**src/rtl/cdsig_pkg.sv**
```systemverilog
package cdsig_pkg;
  typedef enum logic [1:0] {SG_IDLE, SG_OSC, SG_TAIL} sig_st_e;
  typedef enum logic [1:0] {HB_IDLE, HB_WAIT, HB_BURST} hb_st_e;

  // Round a duration in ns up to whole clock cycles.
  function automatic int ns_to_cyc(input int clk_mhz, input int ns);
    return (clk_mhz * ns + 999) / 1000;
  endfunction

  // Half period of the 10 MHz wave in clock cycles.
  function automatic int half_cyc(input int clk_mhz);
    return clk_mhz / 20;
  endfunction
endpackage

```
**src/rtl/cdsig_hb.sv**
```systemverilog
module cdsig_hb
  import cdsig_pkg::*;
#(
  parameter int WAIT_CYC = 100,
  parameter int LEN_CYC  = 100
) (
  input  logic clk,
  input  logic rst_n,
  input  logic tx_act,
  input  logic hb_en,
  output logic hb_req
);
  localparam int MAXC = (WAIT_CYC > LEN_CYC) ? WAIT_CYC : LEN_CYC;
  localparam int CW   = $clog2(MAXC + 1);
  localparam logic [CW-1:0] WAIT_LAST = CW'(WAIT_CYC - 1);
  localparam logic [CW-1:0] LEN_LAST  = CW'(LEN_CYC - 1);

  hb_st_e         st;
  logic [CW-1:0]  cnt;
  logic           tx_q;
  logic           tx_fall;

  assign tx_fall = tx_q && !tx_act;
  assign hb_req  = (st == HB_BURST);

  always_ff @(posedge clk or negedge rst_n) begin
    if (!rst_n) begin
      st   <= HB_IDLE;
      cnt  <= '0;
      tx_q <= 1'b0;
    end else begin
      tx_q <= tx_act;
      if (tx_fall && hb_en) begin
        st  <= HB_WAIT;
        cnt <= '0;
      end else begin
        unique case (st)
          HB_WAIT: begin
            if (tx_act) st <= HB_IDLE;
            else if (cnt == WAIT_LAST) begin
              st  <= HB_BURST;
              cnt <= '0;
            end else cnt <= cnt + 1'b1;
          end
          HB_BURST: begin
            if (cnt == LEN_LAST) st <= HB_IDLE;
            else cnt <= cnt + 1'b1;
          end
          default: cnt <= '0;
        endcase
      end
    end
  end

  // with the strap off, a transmit end never arms the self-test.
  assert_strap_gate_R9: assert property (@(posedge clk) disable iff (!rst_n)
    (tx_fall && !hb_en && st == HB_IDLE) |=> (st == HB_IDLE));
endmodule

```
**src/rtl/cdsig_burst.sv**
```systemverilog
module cdsig_burst
  import cdsig_pkg::*;
#(
  parameter int HALF_CYC = 5,
  parameter int TAIL_CYC = 25
) (
  input  logic clk,
  input  logic rst_n,
  input  logic req,
  output logic wave,
  output logic busy
);
  localparam int PER = 2 * HALF_CYC;
  localparam int PW  = $clog2(PER);
  localparam int TW  = $clog2(TAIL_CYC + 1);
  localparam int RW  = $clog2(PER + TAIL_CYC + 2);
  localparam logic [PW-1:0] PH_LAST   = PW'(PER - 1);
  localparam logic [PW-1:0] PH_HIGH   = PW'(HALF_CYC);
  localparam logic [TW-1:0] TAIL_LAST = TW'(TAIL_CYC - 1);
  localparam logic [RW-1:0] RUN_MAX   = {RW{1'b1}};

  sig_st_e        st;
  logic [PW-1:0]  ph;
  logic [TW-1:0]  tcnt;
  logic           period_end;

  assign period_end = (st == SG_OSC) && (ph == PH_LAST);
  assign wave = (st == SG_OSC) ? (ph >= PH_HIGH) : 1'b1;
  assign busy = (st != SG_IDLE);

  always_ff @(posedge clk or negedge rst_n) begin
    if (!rst_n) begin
      st   <= SG_IDLE;
      ph   <= '0;
      tcnt <= '0;
    end else begin
      unique case (st)
        SG_IDLE: if (req) begin
          st <= SG_OSC;
          ph <= '0;
        end
        SG_OSC: begin
          if (period_end) begin
            ph <= '0;
            if (!req) begin
              st   <= SG_TAIL;
              tcnt <= '0;
            end
          end else ph <= ph + 1'b1;
        end
        default: begin
          if (req) begin
            st <= SG_OSC;
            ph <= '0;
          end else if (tcnt == TAIL_LAST) st <= SG_IDLE;
          else tcnt <= tcnt + 1'b1;
        end
      endcase
    end
  end

  // Checker state: length of the current high run while busy.
  logic [RW-1:0] hi_run;
  always_ff @(posedge clk or negedge rst_n) begin
    if (!rst_n) hi_run <= '0;
    else if (busy && wave) hi_run <= (hi_run == RUN_MAX) ? hi_run : hi_run + 1'b1;
    else hi_run <= '0;
  end

  assert_idle_level_R1: assert property (@(posedge clk) disable iff (!rst_n)
    !busy |-> wave);
  assert_first_low_R2: assert property (@(posedge clk) disable iff (!rst_n)
    $rose(busy) |-> !wave);
  assert_low_hold_R3: assert property (@(posedge clk) disable iff (!rst_n)
    (busy && $fell(wave)) |=> !wave);
  assert_tail_len_R4: assert property (@(posedge clk) disable iff (!rst_n)
    $fell(busy) |-> (hi_run >= RW'(TAIL_CYC)));
endmodule

```
**src/rtl/cdsig_top.sv**
```systemverilog
module cdsig_top
  import cdsig_pkg::*;
#(
  parameter int CLK_MHZ  = 100,
  parameter int HB_WAIT_NS = 1000,
  parameter int HB_LEN_NS  = 1000,
  parameter int TAIL_NS    = 250
) (
  input  logic clk,
  input  logic rst_n,
  input  logic coll_det,
  input  logic tx_act,
  input  logic hb_en,
  input  logic jab_act,
  output logic cd_wave,
  output logic cd_busy
);
  localparam int HALF_CYC = half_cyc(CLK_MHZ);
  localparam int WAIT_CYC = ns_to_cyc(CLK_MHZ, HB_WAIT_NS);
  localparam int LEN_CYC  = ns_to_cyc(CLK_MHZ, HB_LEN_NS);
  localparam int TAIL_CYC = ns_to_cyc(CLK_MHZ, TAIL_NS);

  logic hb_req;
  logic any_req;

  cdsig_hb #(.WAIT_CYC(WAIT_CYC), .LEN_CYC(LEN_CYC)) hb_i (
    .clk(clk), .rst_n(rst_n), .tx_act(tx_act), .hb_en(hb_en), .hb_req(hb_req)
  );

  assign any_req = coll_det | jab_act | hb_req;

  cdsig_burst #(.HALF_CYC(HALF_CYC), .TAIL_CYC(TAIL_CYC)) burst_i (
    .clk(clk), .rst_n(rst_n), .req(any_req), .wave(cd_wave), .busy(cd_busy)
  );

  // an external request from idle raises busy on the next edge.
  assert_fast_start_R5: assert property (@(posedge clk) disable iff (!rst_n)
    (!cd_busy && (coll_det || jab_act)) |=> cd_busy);
endmodule

```
**config.mk**
```make
export PLATFORM = sky130hd
export DESIGN_NAME = cdsig_top
export DESIGN_NICKNAME = d
export VERILOG_FILES = /design/src/rtl/cdsig_pkg.sv /design/src/rtl/cdsig_hb.sv /design/src/rtl/cdsig_burst.sv /design/src/rtl/cdsig_top.sv
export SDC_FILE = /design/constraint.sdc
export NUM_CORES = 1
export LEC_CHECK = 0
export ABC_CLOCK_PERIOD_IN_PS = 2600
export BUFFER_PORTS_ARGS = -buffer_cell sky130_fd_sc_hd__buf_4
export CAP_MARGIN = 20
export CORE_MARGIN = 4
export CORE_UTILIZATION = 35
export CTS_CLUSTER_SIZE = 8
export DETAILED_ROUTE_END_ITERATION = 16
export PLACE_DENSITY_LB_ADDON = 0.1
export SYNTH_ARGS = -nofsm -noshare
export SYNTH_HDL_FRONTEND = slang
export SYNTH_SLANG_ARGS = --single-unit
```
**constraint.sdc**
```tcl
create_clock -name clk -period 2.6 [get_ports clk]
set_clock_uncertainty 0.1 [all_clocks]
set_input_delay 0.13 -clock clk [delete_from_list [all_inputs] [get_ports clk]]
set_output_delay 0.13 -clock clk [all_outputs]
set_load 0.01 [all_outputs]
```
==> results.tsv <==
metric	value	unit
deepest level of the CTS H-tree	1	
proportion of synthesized flip-flops having asynchronous set or reset	100	%
buffer cell driving the clock tree root	sky130_fd_sc_hd__clkbuf_4	
vias in the first global route	1006	
post-synth design cell area	1280	um^2
NetSw	0.431	mW
Comb power frac	40.3	%
Initial Utilization	37.4	%
fraction of final layout cells sized beyond drive strength 1	14.4	%
average wire per cell in the routed design	13.3	um
register bit count reported by yosys	21	
area overhead of the layout relative to synthesis	12.3	%
routed wire length	2460	um
floorplan core area	3420	um^2
max-slew violation count	0	
clock latency on the worst-skew pair	0.31	ns
Routed Antenna Nets	0	
share of the clock period used by the worst path	84.7	%
routed vias/inst	5.39	
worst slew pin tran	0.490	ns
Longest Clk Path Bufs	2	
class of the tightest hold or removal check	input pin to flip-flop	
antenna violations before repair	0	
post-route minimum period	2.20	ns
CTS tree	built	
Max Fclk	0.454	GHz
Top FF cell, synth	sky130_fd_sc_hd__dfrtp_1	
worst ir drop on vdd	0.000384	V
Avg Synthesized Cell Area	10.1	um^2
IO Port Bufs	7	
Pre-Repair DR Iteration Count	4	
synthesis warning total	0	
number of buffers added by the clock tree synthesis step	3	
data required time of the critical path	2.70	ns
initial DRC count	50	
standard-cell rows	21	
most common library cell in the layout ignoring fill and taps	sky130_fd_sc_hd__dfrtp_1	
area of the die	4680	um^2
total of max-cap violations	0	
leakage power summed over all cells	0.695	nW
arrival time at the worst endpoint	2.30	ns
nature of the critical path endpoint	flip-flop	
result of the run	completed	
global-route usage over all layers	12.3	%
proportion of power drawn by flip-flops and latches	44.6	%
max_slew headroom	67.3	%
sum of negative setup slack	0	ns
final number of hold-violating endpoints	0	
RePlAce Congestion	0.867	
count of pins on the block boundary	8	
net switching fraction of the power	39.4	%
post-cts gate resize count	0	
Hold Path Depth	3	
kind of critical path	flip-flop to flip-flop	
Worst Hold Slack	0.0452	ns
global route total overflow	0	
number of enable flip-flop cells after synthesis	0	
number of setup violations in the final report	0	
top fanout value on the critical path	7	
via count	997	
antenna diode instance count	0	
DRC Markers	0	
category of the worst setup path launch point	flip-flop	
Internal Dissipation	0.662	mW
number of instances in the synthesized netlist	126	
first-pass GRT wire length	4370	um
most frequent cells in the layout	sky130_fd_sc_hd__dfrtp_1, sky130_fd_sc_hd__inv_1, sky130_fd_sc_hd__nand2_1	
synthesized net count	140	
clock network fraction of total power	15.1	%
R2R cell count	6	
Pwr Density	763	nW/um^2
fraction of the yosys area taken by sequential cells	41.2	%
fin nets	154	
# clock sinks	21	
Die Width	68.4	um
Yosys cell types	38	
RSZ-0062 raised after global routing	false	
CTS clk-pin slew, worst paths	0.13	ns
maximum number of pins on one net before global-route repair	22	
die extent in y	68.4	um
Detailed Place HPWL	1800	um
## flip-flops by register name, summed over array words and instances, names as in the netlist
name and count:
burst_i.ph 4, hb_i.tx_q 1, burst_i.st 2, burst_i.tcnt 5, hb_i.st 2, hb_i.cnt 7
## final timing paths
path	start	to	slack (ns)
worst max-delay path	hb_i.st[0]	burst_i.tcnt[3]	0.40
worst min-delay path	coll_det	burst_i.st[0]	0.05
worst max register to register	hb_i.st[0]	burst_i.tcnt[3]	0.40
worst min register to register	burst_i.st[0]	burst_i.st[0]	0.45
max in group asynchronous	rst_n	burst_i.tcnt[0]	2.05
min in group asynchronous	rst_n	hb_i.st[0]	0.13
## cells in the mapped netlist (2+ instances only)
cell | n | area, um^2
sky130_fd_sc_hd__mux2i_1 | 3 | 30.0
sky130_fd_sc_hd__a221o_1 | 3 | 30.0
sky130_fd_sc_hd__or2_2 | 3 | 18.8
sky130_fd_sc_hd__nor4_1 | 4 | 25.0
sky130_fd_sc_hd__and3_1 | 7 | 43.8
sky130_fd_sc_hd__nor2_1 | 4 | 15.0
sky130_fd_sc_hd__nor3_1 | 4 | 20.0
sky130_fd_sc_hd__dfrtp_1 | 21 | 526
sky130_fd_sc_hd__o22ai_1 | 2 | 12.5
sky130_fd_sc_hd__o21ai_0 | 3 | 15.0
sky130_fd_sc_hd__and3b_1 | 2 | 17.5
sky130_fd_sc_hd__a21oi_1 | 4 | 20.0
sky130_fd_sc_hd__nor3b_1 | 4 | 30.0
sky130_fd_sc_hd__nand3_1 | 5 | 25.0
sky130_fd_sc_hd__nand2b_1 | 2 | 12.5
sky130_fd_sc_hd__a211o_1 | 6 | 52.6
sky130_fd_sc_hd__nand2_1 | 10 | 37.5
sky130_fd_sc_hd__ha_1 | 8 | 100
sky130_fd_sc_hd__a21o_1 | 2 | 15.0
sky130_fd_sc_hd__inv_1 | 11 | 41.3
## what timing repair did
item                                   CTS  global route
setup endpoints to repair                0             0
buffers inserted                         0             0
endpoints found under the hold margin   23             0
hold buffers                             2             0
## critical path, cell delays in order (launching register included)
cell                       delay [ns]
sky130_fd_sc_hd__dfrtp_1         0.40
sky130_fd_sc_hd__inv_1           0.07
sky130_fd_sc_hd__ha_1            0.27
sky130_fd_sc_hd__or3_4           0.45
sky130_fd_sc_hd__a211oi_4        0.29
sky130_fd_sc_hd__nand2_2         0.15
sky130_fd_sc_hd__a221o_1         0.37
## kinds of logic after synthesis
kind of cell / after synthesis / synth area share (%)
flops: 21 / 41.2
simple gates: 54 / 25.9
fa+ha+maj: 8 / 7.84
buf+inv: 11 / 3.24
xor+xnor: 1 / 0.686
mux: 3 / 2.35
compound gates: 28 / 18.8
## cell type report
class / instances / area, um^2
fillers: 340 / 1980
clock buffers: 4 / 26.3
multi-input cells: 94 / 709
well taps: 46 / 57.6
flip-flops and latches: 21 / 526
repair buffers: 9 / 72.6
inverters: 11 / 41.3
## power groups by stage
stage               clock (mW)  combinational (mW)  sequential, mW
floorplan                    0               0.337           0.472
global placement             0               0.432           0.490
detailed placement           0               0.440           0.492
CTS                      0.176               0.441           0.487
global route             0.190               0.506           0.503
finish                   0.166               0.441           0.487
## layer usage
| layer | up-vias | part of all wire, % | global-route usage (%) |
|---|---|---|---|
| met2 | 14 | 48 | 19.3 |
| met3 | 2 | 2.9 | 1.97 |
| met4 | 0 | 0.57 | 5.96 |
| met5 | - | 0 | 0 |
| li1 | 500 | - | - |
| met1 | 481 | 48 | 16.2 |
## through the flow
stage	setup slack [ns]	instance area [um^2]	utilization [%]	total power [mW]	std cells
6_report	0.397	1430	41.9	1.09	185
5_1_grt	0.277	1430	41.9	1.20	185
4_1_cts	0.390	1430	41.9	1.10	185
3_5_place_dp	0.411	1390	40.6	0.931	179
3_3_place_gp	0.447	1390	40.6	0.922	179
2_1_floorplan	0.553	1280	-	0.809	126
No activity file was read; power rests on OpenSTA's default activity.
